## config.mk

```make
export PLATFORM = sky130hd
export DESIGN_NAME = pmode_ctrl
export DESIGN_NICKNAME = d
export VERILOG_FILES = /design/src/rtl/pmode_pkg.sv /design/src/rtl/pmode_stop_sel.sv /design/src/rtl/pmode_seq.sv /design/src/rtl/pmode_gate.sv /design/src/rtl/pmode_ctrl.sv
export SDC_FILE = /design/constraint.sdc
export NUM_CORES = 1
export LEC_CHECK = 0
export ABC_AREA = 0
export CELL_PAD_IN_SITES_DETAIL_PLACEMENT = 0
export CELL_PAD_IN_SITES_GLOBAL_PLACEMENT = 1
export CORE_ASPECT_RATIO = 0.75
export CORE_UTILIZATION = 44
export DETAILED_ROUTE_END_ITERATION = 12
export DONT_BUFFER_PORTS = 1
export PLACE_DENSITY = 0.77
export SYNTH_ARGS = -nofsm -noshare
export SYNTH_HDL_FRONTEND = slang
export SYNTH_SLANG_ARGS = --single-unit
export TNS_END_PERCENT = 20
```

## constraint.sdc

```tcl
create_clock -name clk -period 2.4 [get_ports clk]
set_input_delay 0.36 -clock clk [delete_from_list [all_inputs] [get_ports clk]]
set_output_delay 0.36 -clock clk [all_outputs]
set_load 0.05 [all_outputs]
```

## src/rtl/pmode_pkg.sv

```systemverilog
// Shared types for the low-power mode sequencer.
// Assumes: the mode code is one-hot, and the bit order is visible at mode_oh.
package pmode_pkg;
    localparam int NMODE = 7;

    typedef enum logic [NMODE-1:0] {
        M_RUN    = 7'b0000001,
        M_LPRUN  = 7'b0000010,
        M_WAIT   = 7'b0000100,
        M_LPWAIT = 7'b0001000,
        M_STOP4  = 7'b0010000,
        M_STOP3  = 7'b0100000,
        M_STOP2  = 7'b1000000
    } mode_e;

    typedef struct packed {
        logic cpu;
        logic per;
        logic slow;
        logic dbg;
        logic loose;
        logic pwr;
    } gate_t;
endpackage

```

## src/rtl/pmode_stop_sel.sv

```systemverilog
// Picks the stop depth for a STOP request from the live configuration.
// Assumes: the caller samples the result only in the cycle the request is accepted.
module pmode_stop_sel
    import pmode_pkg::*;
(
    input  logic  dbg_en,
    input  logic  lvd_en,
    input  logic  lvd_stop_en,
    input  logic  deep_req,
    input  logic  ppd_req,
    output mode_e stop_tgt
);
    logic keep_shallow;

    // Debug, active low-voltage detect, or no deep request all force stop4.
    always_comb begin
        keep_shallow = dbg_en | (lvd_en & lvd_stop_en) | ~deep_req;
        if (keep_shallow)
            stop_tgt = M_STOP4;
        else if (ppd_req)
            stop_tgt = M_STOP2;
        else
            stop_tgt = M_STOP3;
    end
endmodule

```

## src/rtl/pmode_seq.sv

```systemverilog
// Mode state machine: accepts requests, holds the entry configuration,
// flags illegal STOP and sequences the wakeup through a one-cycle resume step.
// Assumes: synchronous active-low reset; requests are honoured only in run or low-power run.
module pmode_seq
    import pmode_pkg::*;
(
    input  logic  clk,
    input  logic  rst_n,
    input  logic  stop_en,
    input  logic  ill_rst_dis,
    input  logic  dbg_en,
    input  logic  lvd_en,
    input  logic  lp_reg,
    input  logic  stop_req,
    input  logic  wait_req,
    input  logic  wake,
    input  mode_e stop_tgt,
    output mode_e mode_q,
    output mode_e origin_q,
    output logic  resume_q,
    output logic  dbg_hold_q,
    output logic  ill_reset_q,
    output logic  ill_exc_q
);
    mode_e mode_d, origin_d;
    logic  resume_d, hold_d, ir_d, ie_d, active;

    // Next-state decision for mode, origin, held debug and illegal pulses.
    always_comb begin
        active   = (mode_q == M_RUN) || (mode_q == M_LPRUN);
        mode_d   = mode_q;
        origin_d = origin_q;
        hold_d   = dbg_hold_q;
        resume_d = 1'b0;
        ir_d     = 1'b0;
        ie_d     = 1'b0;
        if (resume_q) begin
            mode_d = origin_q;
        end else if (active) begin
            if (stop_req) begin
                if (!stop_en) begin
                    ir_d = ~ill_rst_dis;
                    ie_d = ill_rst_dis;
                end else begin
                    origin_d = mode_q;
                    hold_d   = dbg_en;
                    mode_d   = stop_tgt;
                end
            end else if (wait_req) begin
                origin_d = mode_q;
                hold_d   = dbg_en;
                mode_d   = (mode_q == M_RUN) ? M_WAIT : M_LPWAIT;
            end else if (mode_q == M_RUN && lp_reg && !lvd_en) begin
                mode_d = M_LPRUN;
            end else if (mode_q == M_LPRUN && (!lp_reg || lvd_en)) begin
                mode_d = M_RUN;
            end
        end else if (wake) begin
            resume_d = 1'b1;
        end
    end

    // State registers with synchronous reset to run.
    always_ff @(posedge clk) begin
        if (!rst_n) begin
            mode_q      <= M_RUN;
            origin_q    <= M_RUN;
            resume_q    <= 1'b0;
            dbg_hold_q  <= 1'b0;
            ill_reset_q <= 1'b0;
            ill_exc_q   <= 1'b0;
        end else begin
            mode_q      <= mode_d;
            origin_q    <= origin_d;
            resume_q    <= resume_d;
            dbg_hold_q  <= hold_d;
            ill_reset_q <= ir_d;
            ill_exc_q   <= ie_d;
        end
    end

    AST_ILL_EXCL: assert property (@(posedge clk) disable iff (!rst_n)
        !(ill_reset_q && ill_exc_q));
    AST_ILL_STAYS: assert property (@(posedge clk) disable iff (!rst_n)
        (ill_reset_q || ill_exc_q) |-> (mode_q == M_RUN || mode_q == M_LPRUN));
    AST_STOP2_NODBG: assert property (@(posedge clk) disable iff (!rst_n)
        (mode_q == M_STOP2) |-> !dbg_hold_q);
    AST_HOLD_STABLE: assert property (@(posedge clk) disable iff (!rst_n)
        (mode_q != M_RUN && mode_q != M_LPRUN && !resume_q && $past(rst_n)
         && $past(mode_q) == mode_q) |-> $stable(dbg_hold_q));
    AST_RESUME_RET: assert property (@(posedge clk) disable iff (!rst_n)
        resume_q |=> (mode_q == M_RUN || mode_q == M_LPRUN));
endmodule

```

## src/rtl/pmode_gate.sv

```systemverilog
// Maps the shown mode (or the origin during resume) to the output enables.
// Assumes: the held debug bit is valid in wait and stop modes; run modes use the live bit.
module pmode_gate
    import pmode_pkg::*;
(
    input  mode_e mode_q,
    input  mode_e origin_q,
    input  logic  resume_q,
    input  logic  dbg_hold,
    input  logic  dbg_live,
    output gate_t gates
);
    mode_e eff;

    // Select the effective mode and decode its enable set.
    always_comb begin
        eff   = resume_q ? origin_q : mode_q;
        gates = '0;
        unique case (eff)
            M_RUN:    gates = '{cpu:1'b1, per:1'b1, slow:1'b0, dbg:dbg_live, loose:1'b0, pwr:1'b1};
            M_LPRUN:  gates = '{cpu:1'b1, per:1'b1, slow:1'b1, dbg:dbg_live, loose:1'b1, pwr:1'b1};
            M_WAIT:   gates = '{cpu:dbg_hold, per:1'b1, slow:1'b0, dbg:dbg_hold, loose:1'b0, pwr:1'b1};
            M_LPWAIT: gates = '{cpu:1'b0, per:1'b1, slow:1'b1, dbg:dbg_hold, loose:1'b1, pwr:1'b1};
            M_STOP4:  gates = '{cpu:dbg_hold, per:1'b0, slow:1'b0, dbg:dbg_hold, loose:1'b0, pwr:1'b1};
            M_STOP3:  gates = '{cpu:1'b0, per:1'b0, slow:1'b0, dbg:1'b0, loose:1'b1, pwr:1'b1};
            M_STOP2:  gates = '{cpu:1'b0, per:1'b0, slow:1'b0, dbg:1'b0, loose:1'b0, pwr:1'b0};
            default:  gates = '0;
        endcase
    end
endmodule

```

## src/rtl/pmode_ctrl.sv

```systemverilog
// Top of the low-power mode sequencer: stop-depth selection, mode state
// machine and enable decode. Assumes all control bits are synchronous to clk.
module pmode_ctrl
    import pmode_pkg::*;
(
    input  logic             clk,
    input  logic             rst_n,
    input  logic             stop_en,
    input  logic             ill_rst_dis,
    input  logic             dbg_en,
    input  logic             lvd_en,
    input  logic             lvd_stop_en,
    input  logic             lp_reg,
    input  logic             deep_req,
    input  logic             ppd_req,
    input  logic             stop_req,
    input  logic             wait_req,
    input  logic             wake,
    output logic [NMODE-1:0] mode_oh,
    output logic             cpu_clk_en,
    output logic             per_clk_en,
    output logic             per_clk_slow,
    output logic             dbg_clk_en,
    output logic             reg_loose,
    output logic             pwr_sw_on,
    output logic             ill_reset,
    output logic             ill_exc
);
    mode_e stop_tgt, mode_q, origin_q;
    logic  resume_q, dbg_hold_q;
    gate_t gates;

    pmode_stop_sel u_sel (
        .dbg_en(dbg_en), .lvd_en(lvd_en), .lvd_stop_en(lvd_stop_en),
        .deep_req(deep_req), .ppd_req(ppd_req), .stop_tgt(stop_tgt)
    );

    pmode_seq u_seq (
        .clk(clk), .rst_n(rst_n), .stop_en(stop_en), .ill_rst_dis(ill_rst_dis),
        .dbg_en(dbg_en), .lvd_en(lvd_en), .lp_reg(lp_reg),
        .stop_req(stop_req), .wait_req(wait_req), .wake(wake),
        .stop_tgt(stop_tgt), .mode_q(mode_q), .origin_q(origin_q),
        .resume_q(resume_q), .dbg_hold_q(dbg_hold_q),
        .ill_reset_q(ill_reset), .ill_exc_q(ill_exc)
    );

    pmode_gate u_gate (
        .mode_q(mode_q), .origin_q(origin_q), .resume_q(resume_q),
        .dbg_hold(dbg_hold_q), .dbg_live(dbg_en), .gates(gates)
    );

    // Drive the port-level status and enables.
    always_comb begin
        mode_oh      = mode_q;
        cpu_clk_en   = gates.cpu;
        per_clk_en   = gates.per;
        per_clk_slow = gates.slow;
        dbg_clk_en   = gates.dbg;
        reg_loose    = gates.loose;
        pwr_sw_on    = gates.pwr;
    end

    AST_MODE_ONEHOT: assert property (@(posedge clk) disable iff (!rst_n)
        $countones(mode_oh) == 1);
    AST_STOP2_DARK: assert property (@(posedge clk) disable iff (!rst_n)
        (mode_oh[6] && !resume_q) |-> (!pwr_sw_on && !cpu_clk_en && !per_clk_en && !dbg_clk_en));
    AST_STOP3_LOOSE: assert property (@(posedge clk) disable iff (!rst_n)
        (mode_oh[5] && !resume_q) |-> (reg_loose && !cpu_clk_en && !per_clk_en));
    AST_WAKE_EARLY: assert property (@(posedge clk) disable iff (!rst_n)
        resume_q |-> (cpu_clk_en && per_clk_en && pwr_sw_on && !mode_oh[0] && !mode_oh[1]));
endmodule

```

# Yosys cells after proc, flatten, opt, wreduce, memory -nomap -nowiden
# Cells that the tools add are included.
totals:
  elab_cells: 58
  register_bits: 18
  out_inout_bits: 15
op_classes:
  muxes: 19
  eq_ne: 10
  reduce_logical: 14
  bitwise_logic: 9
ops:
  columns: ["cell", "count"]
  rows:
  - ["$mux W7", 13]
  - ["$pmux W6 S6", 1]
  - ["$eq A7 B1 Y1 const B", 2]
  - ["$eq A7 B2 Y1 const B", 2]
  - ["$eq A7 B3 Y1 const B", 1]
  - ["$eq A7 B4 Y1 const B", 1]
  - ["$eq A7 B5 Y1 const B", 1]
  - ["$eq A7 B6 Y1 const B", 1]
  - ["$not A1 Y1", 6]
  - ["$reduce_bool A5 Y1", 1]
  - ["$reduce_or A5 Y1", 1]
  - ["$mux W1", 4]
  - ["$mux W4", 1]
  - ["$reduce_and A4 Y1", 1]
  - ["$reduce_bool A2 Y1", 2]
  - ["$logic_and A1 B1 Y1", 3]
  - ["$ne A3 B2 Y1 const B", 1]
  - ["$reduce_and A3 Y1", 1]
  - ["$reduce_or A3 Y1", 1]
  - ["$logic_not A1 Y1", 2]
  - ["$logic_or A1 B1 Y1", 2]
  - ["$ne A2 B2 Y1 const B", 1]
  - ["$or A1 B1 Y1", 2]
  - ["$and A1 B1 Y1", 1]

# Logic depth before layout (Yosys ltp)
depth:
  depth_word: 9
  ltp_mapped: 7

# Cells and area by module
# A second synthesis with hierarchy kept.
hier_totals:
  cells_unflattened: 149
  area_unflattened_um2: 1262.5
modules_own_cells:
  columns: ["module", "area_each_um2", "seq_area_each_um2", "cells_each", "instances"]
  rows:
  - ["pmode_seq", 858.3, 360.3, 97, 1]
  - ["pmode_gate", 329.1, 0.0, 42, 1]
  - ["pmode_stop_sel", 75.1, 0.0, 10, 1]

# Worst setup path before layout
# Ideal clock, no wire load.
synth_path:
  kind: "reg-to-output"
  startpoint: "register u_seq.mode_q[1]"
  endpoint: "output reg_loose"
  slack_ns: -0.887
  t_arrival_ns: 2.927
  n_path_buf: 1
  path_stages_with_launch: 7
  path_cell_list: "dfxtp_1 -> buf_2 -> nand2b_1 -> o21ai_0 -> nor2_1 -> a211oi_1 -> nand2b_1"
synth_via:
  elab_chain_len: 3
  word_cells_on_any_way: 8
  classes_between: "eq/ne: 6; mux: 2"
synth_rtl:
  columns: ["element", "line", "rtl"]
  rows:
  - ["from (decl)", "pmode_seq.sv:18", "output mode_e mode_q,"]
  - ["from (signal assigned)", "pmode_seq.sv:73", "mode_q <= mode_d;"]
  - ["$mux W7 (*)", "pmode_gate.sv:17", "eff = resume_q ? origin_q : mode_q;"]
  - ["$eq A7 B6 Y1 (tied with other cells)", "pmode_gate.sv:19", "unique case (eff)"]
  - ["$pmux W6 S6 (*)", "pmode_gate.sv:19", null]
  - ["to (decl)", "pmode_ctrl.sv:24", "output logic reg_loose,"]
# Mark *: on every way between the ends. The rest lies on a longest branch, timed or not.

# Worst setup path in the final report
layout_path:
  startpoint: "register u_seq.resume_q"
  endpoint: "output reg_loose"
layout_via:
  elab_chain_len: 3
  word_cells_on_any_way: 8
  classes_between: "eq/ne: 6; mux: 2"
layout_rtl:
  columns: ["element", "line", "rtl"]
  rows:
  - ["from (decl)", "pmode_seq.sv:20", "output logic resume_q,"]
  - ["from (signal assigned)", "pmode_seq.sv:75", "resume_q <= resume_d;"]
  - ["$mux W7 (*)", "pmode_gate.sv:17", null]
  - ["$eq A7 B6 Y1 (tied with other cells)", "pmode_gate.sv:19", null]
  - ["$pmux W6 S6 (*)", "pmode_gate.sv:19", null]
# Marks and branches as above.

==> impl_summary.md <==
Run status
The run finished with clean final reports.

Critical path
The peak fanout along the critical path is 8. STA puts the critical path data required time at between 2 and 2.5 ns. The critical path is of the flop to primary output type.

The critical path's slowest cell is dfxtp_4. The category of the worst setup path capture point is a primary output. The element type at the critical path start is a flop. The kind of cell with the highest combined delay along the critical path is compound AO/OA/AOI/OAI gates. The signal on the critical path passes through buf_4 > mux2i_2 > o21ai_0 > a211oi_4 > nand2b_4. The endpoint arrival time on the critical path is between 1.5 and 2 ns. The count of buffer and inverter cells on the critical path is 1. The worst register-to-register path has a setup slack of roughly 0.43 ns. The worst stage delay on the critical path is 0.41 ns.

Floorplanning
The die extent in x is roughly 60 microns. The effective utilization at floorplan is 0.477. The total area inside the core boundary comes to 0.00235 sq mm. The die is 45.7 microns tall. 28 I/O pins were placed. The overall die area is 0.00275 sq mm. After floorplanning, the core was divided into 15 placement rows.

Logic synthesis
The number of synthesized flops with an enable pin is 0. During synthesis, Yosys emitted a total of 0 warnings. The share of synthesized flip-flops with an asynchronous set or reset is 0. The synthesized area per cell is 7.82 sq um. The number of nets in the synthesized netlist is 156. The synthesized instance count is 143.

After synthesis, the cell types taking the most area are dfxtp_1, a21oi_1, nor2_1. The post-synthesis cell type with the largest combined area is dfxtp_1. The netlist area before placement is about 0.0011 sq mm. The dominant synthesized flop cell is dfxtp_1. The share of the synthesized area in the top cell type is 0.322. After synthesis, the netlist uses 39 different library cells. The register bit count reported by yosys is 18. The sequential share of the synthesized area is 0.322.

Routing
The routed metal-1 wirelength is 1400 microns. After detailed routing, the total wire length is 3050 microns. For this block, the initial DRC count from the detailed router was 84. The length of routed met2 wiring is 1380 microns. In the routed design, unresolved DRC markers number 0. After detailed routing, the average wire length per cell comes to roughly 16 microns.

The total iterations of the first detailed-routing run is 4. The total via count in the routed design is 1114. In the detailed route, the total length drawn on met3 is 233 microns. In the routed layout, each cell is associated on average with a via count of ~5.8. The highest signal layer in the routed design is met4. Once detail routing completed, the nets flagged for antenna violations numbered 0.

Power
The power per standard cell area is 1520 mW/mm^2. The share of total power dissipated in the clock network is 0.091. The relative contribution of sequential cells to total power is 0.211. Of the total power, combinational logic draws 0.698. Summing internal, switching and leakage power gives 2.18 mW. The worst voltage drop across the vdd grid is 0.657 mV. The cell-internal power is 1.06 mW. The analysis attributes to net switching a power of 1.12 mW.

For this design the static power due to leakage is 0.559 nW. The net switching share of the total power is 0.514.

Layout
The repair_antennas step left the layout with diodes totalling 0. In the final layout, the share of cells above drive strength 1 is 0.293. The core occupancy in the finished layout is 0.613. The most common library cell in the layout ignoring fill and taps is dfxtp_1. The area occupied by multi-input gates is 803 sq um. The total of fill cells in the finished design is 205. The area growth from synthesis to layout is 28.6%. Summing all flip-flop and latch instances after layout gives 370 sq um. The final-stage net count is 171. The post-route cell area is 0.00144 sq mm. Leaving out fill and tap cells, the most frequent cells in the layout are dfxtp_1, nand2_1, nor2_1.

Flow run
The count of maximum capacitance violations is 0.

CTS
The clock input transition at the sequential cells of the worst setup and hold paths is 0.11 ns. The clock insertion delay at the later pin of the skew report is roughly 0.31 ns. The tree is rooted in a clkbuf_4. The CTS tree is done. The clock drives 18 sinks.

No sink is reached through more buffers than the 2 on the longest clock path. The number of levels in the clock H-tree is 1. The number of hold buffers added after cts is 0. Buffers inserted during clock tree synthesis total 3.

Timing
The remaining max-slew budget at the tightest pin is 0.679. The number of hold violations in the final report is 0. The final period utilization is 0.966. The clock period could shrink to 2.32 ns.

Setup violations remaining at the end of the flow were counted as 0. Derived from the worst setup path, the maximum achievable clock frequency is ~0.43 GHz. Hold timing on the final database bottoms out at a slack of 0.105 ns.

The smallest setup slack after layout is 0.0813 ns. The actual transition at the worst max-transition pin is 0.481 ns. The clock tree skew after final layout is between 0.009 and 0.01 ns. The final-report max-slew violation count is 0.

Global route
The first global-routing pass estimated 4900 microns of wire. The initial antenna violation count was 0. Entering global routing, the biggest net connects 18 pins. The via count of the first global-routing pass is between 900 and 1000. The total grt overflow is 0. The global routing usage summed across all routing layers is 0.249.

Placed design
The worst setup slack after placement is 0.124 ns. Port buffering added 0 buffers. The placed standard-cell area is 0.00130 sq mm. The detailed placer's ending HPWL is 2280 microns.

Routability-driven placement finished with a final weighted congestion of about 0.84.

Hold path
The type of the most critical hold path is input pin to flop.
==> final timing paths <==
kind | from | to | cells after the start
worst max-delay path | u_seq.resume_q | reg_loose | 5
worst min-delay path | ill_rst_dis | u_seq.ill_reset_q | 1
worst max register to register | u_seq.mode_q[3] | u_seq.mode_q[4] | 6
worst min register to register | u_seq.dbg_hold_q | u_seq.dbg_hold_q | 2
==> worst register-to-register path, stage by stage (launching register included) <==
cell and delay [ns]:
dfxtp_2 0.34, buf_4 0.19, or4_4 0.48, nor4_4 0.26, or2_1 0.29, a21oi_1 0.11, a311oi_2 0.23
==> Yosys cell counts, types with 3 or more instances <==
master    count
nor2b_1       6
nor2_1       14
or3_1         3
mux2i_1       3
nand2_1      13
nor3b_1       4
inv_1         5
and3_1        5
buf_2         4
nor3_1        5
dfxtp_1      18
a21oi_1      11
nand2b_1      5
xnor2_1       4
o21ai_0       8
a211o_1       3
nand3_1       6
==> timing repair <==
item,in CTS,in global routing
resized for setup,5,11
pin swaps,0,0
setup endpoints to repair,5,5
setup buffers,0,3
==> metrics by stage <==
stage | std cells | TNS, ns
after floorplan | 143 | -0.00820
after global placement | 184 | 0
after detailed placement | 184 | 0
after CTS | 188 | 0
after global routing | 191 | -0.000786
final | 191 | 0
==> power groups by stage <==
stage          Clock, mW  Combinational (mW)  Sequential [mW]
2_1_floorplan          0               0.916            0.535
3_3_place_gp           0                1.40            0.454
3_5_place_dp           0                1.43            0.456
4_1_cts            0.199                1.44            0.455
5_1_grt            0.216                1.63            0.471
6_report           0.199                1.53            0.460
==> per-layer routing <==
| metal | GRT usage | up-vias |
|---|---|---|
| met5 | 0 | - |
| met4 | 0.0698 | 0 |
| met3 | 0.0625 | 5 |
| met2 | 0.360 | 29 |
| met1 | 0.363 | 540 |
| li1 | - | 540 |
==> flip-flops by register name (all words and copies together) (netlist names) <==
| signal | count |
|---|---|
| u_seq.ill_reset_q | 1 |
| u_seq.mode_q | 7 |
| u_seq.dbg_hold_q | 1 |
| u_seq.ill_exc_q | 1 |
| u_seq.resume_q | 1 |
| u_seq.origin_q | 7 |
==> cell type report <==
class | instances | area share
clock buffer | 4 | 0.0252
tap | 34 | 0.0296
sequential | 18 | 0.257
timing repair buffer | 16 | 0.117
inverter | 5 | 0.0130
multi-input combinational | 114 | 0.558
==> cells by family after synthesis <==
group	after synthesis	share of synthesized area
buf+inv	11	0.0481
xor+xnor	4	0.0313
simple gates	72	0.362
compound gates	35	0.209
mux	3	0.0268
flops	18	0.322
(Power assumes the default switching activity.)
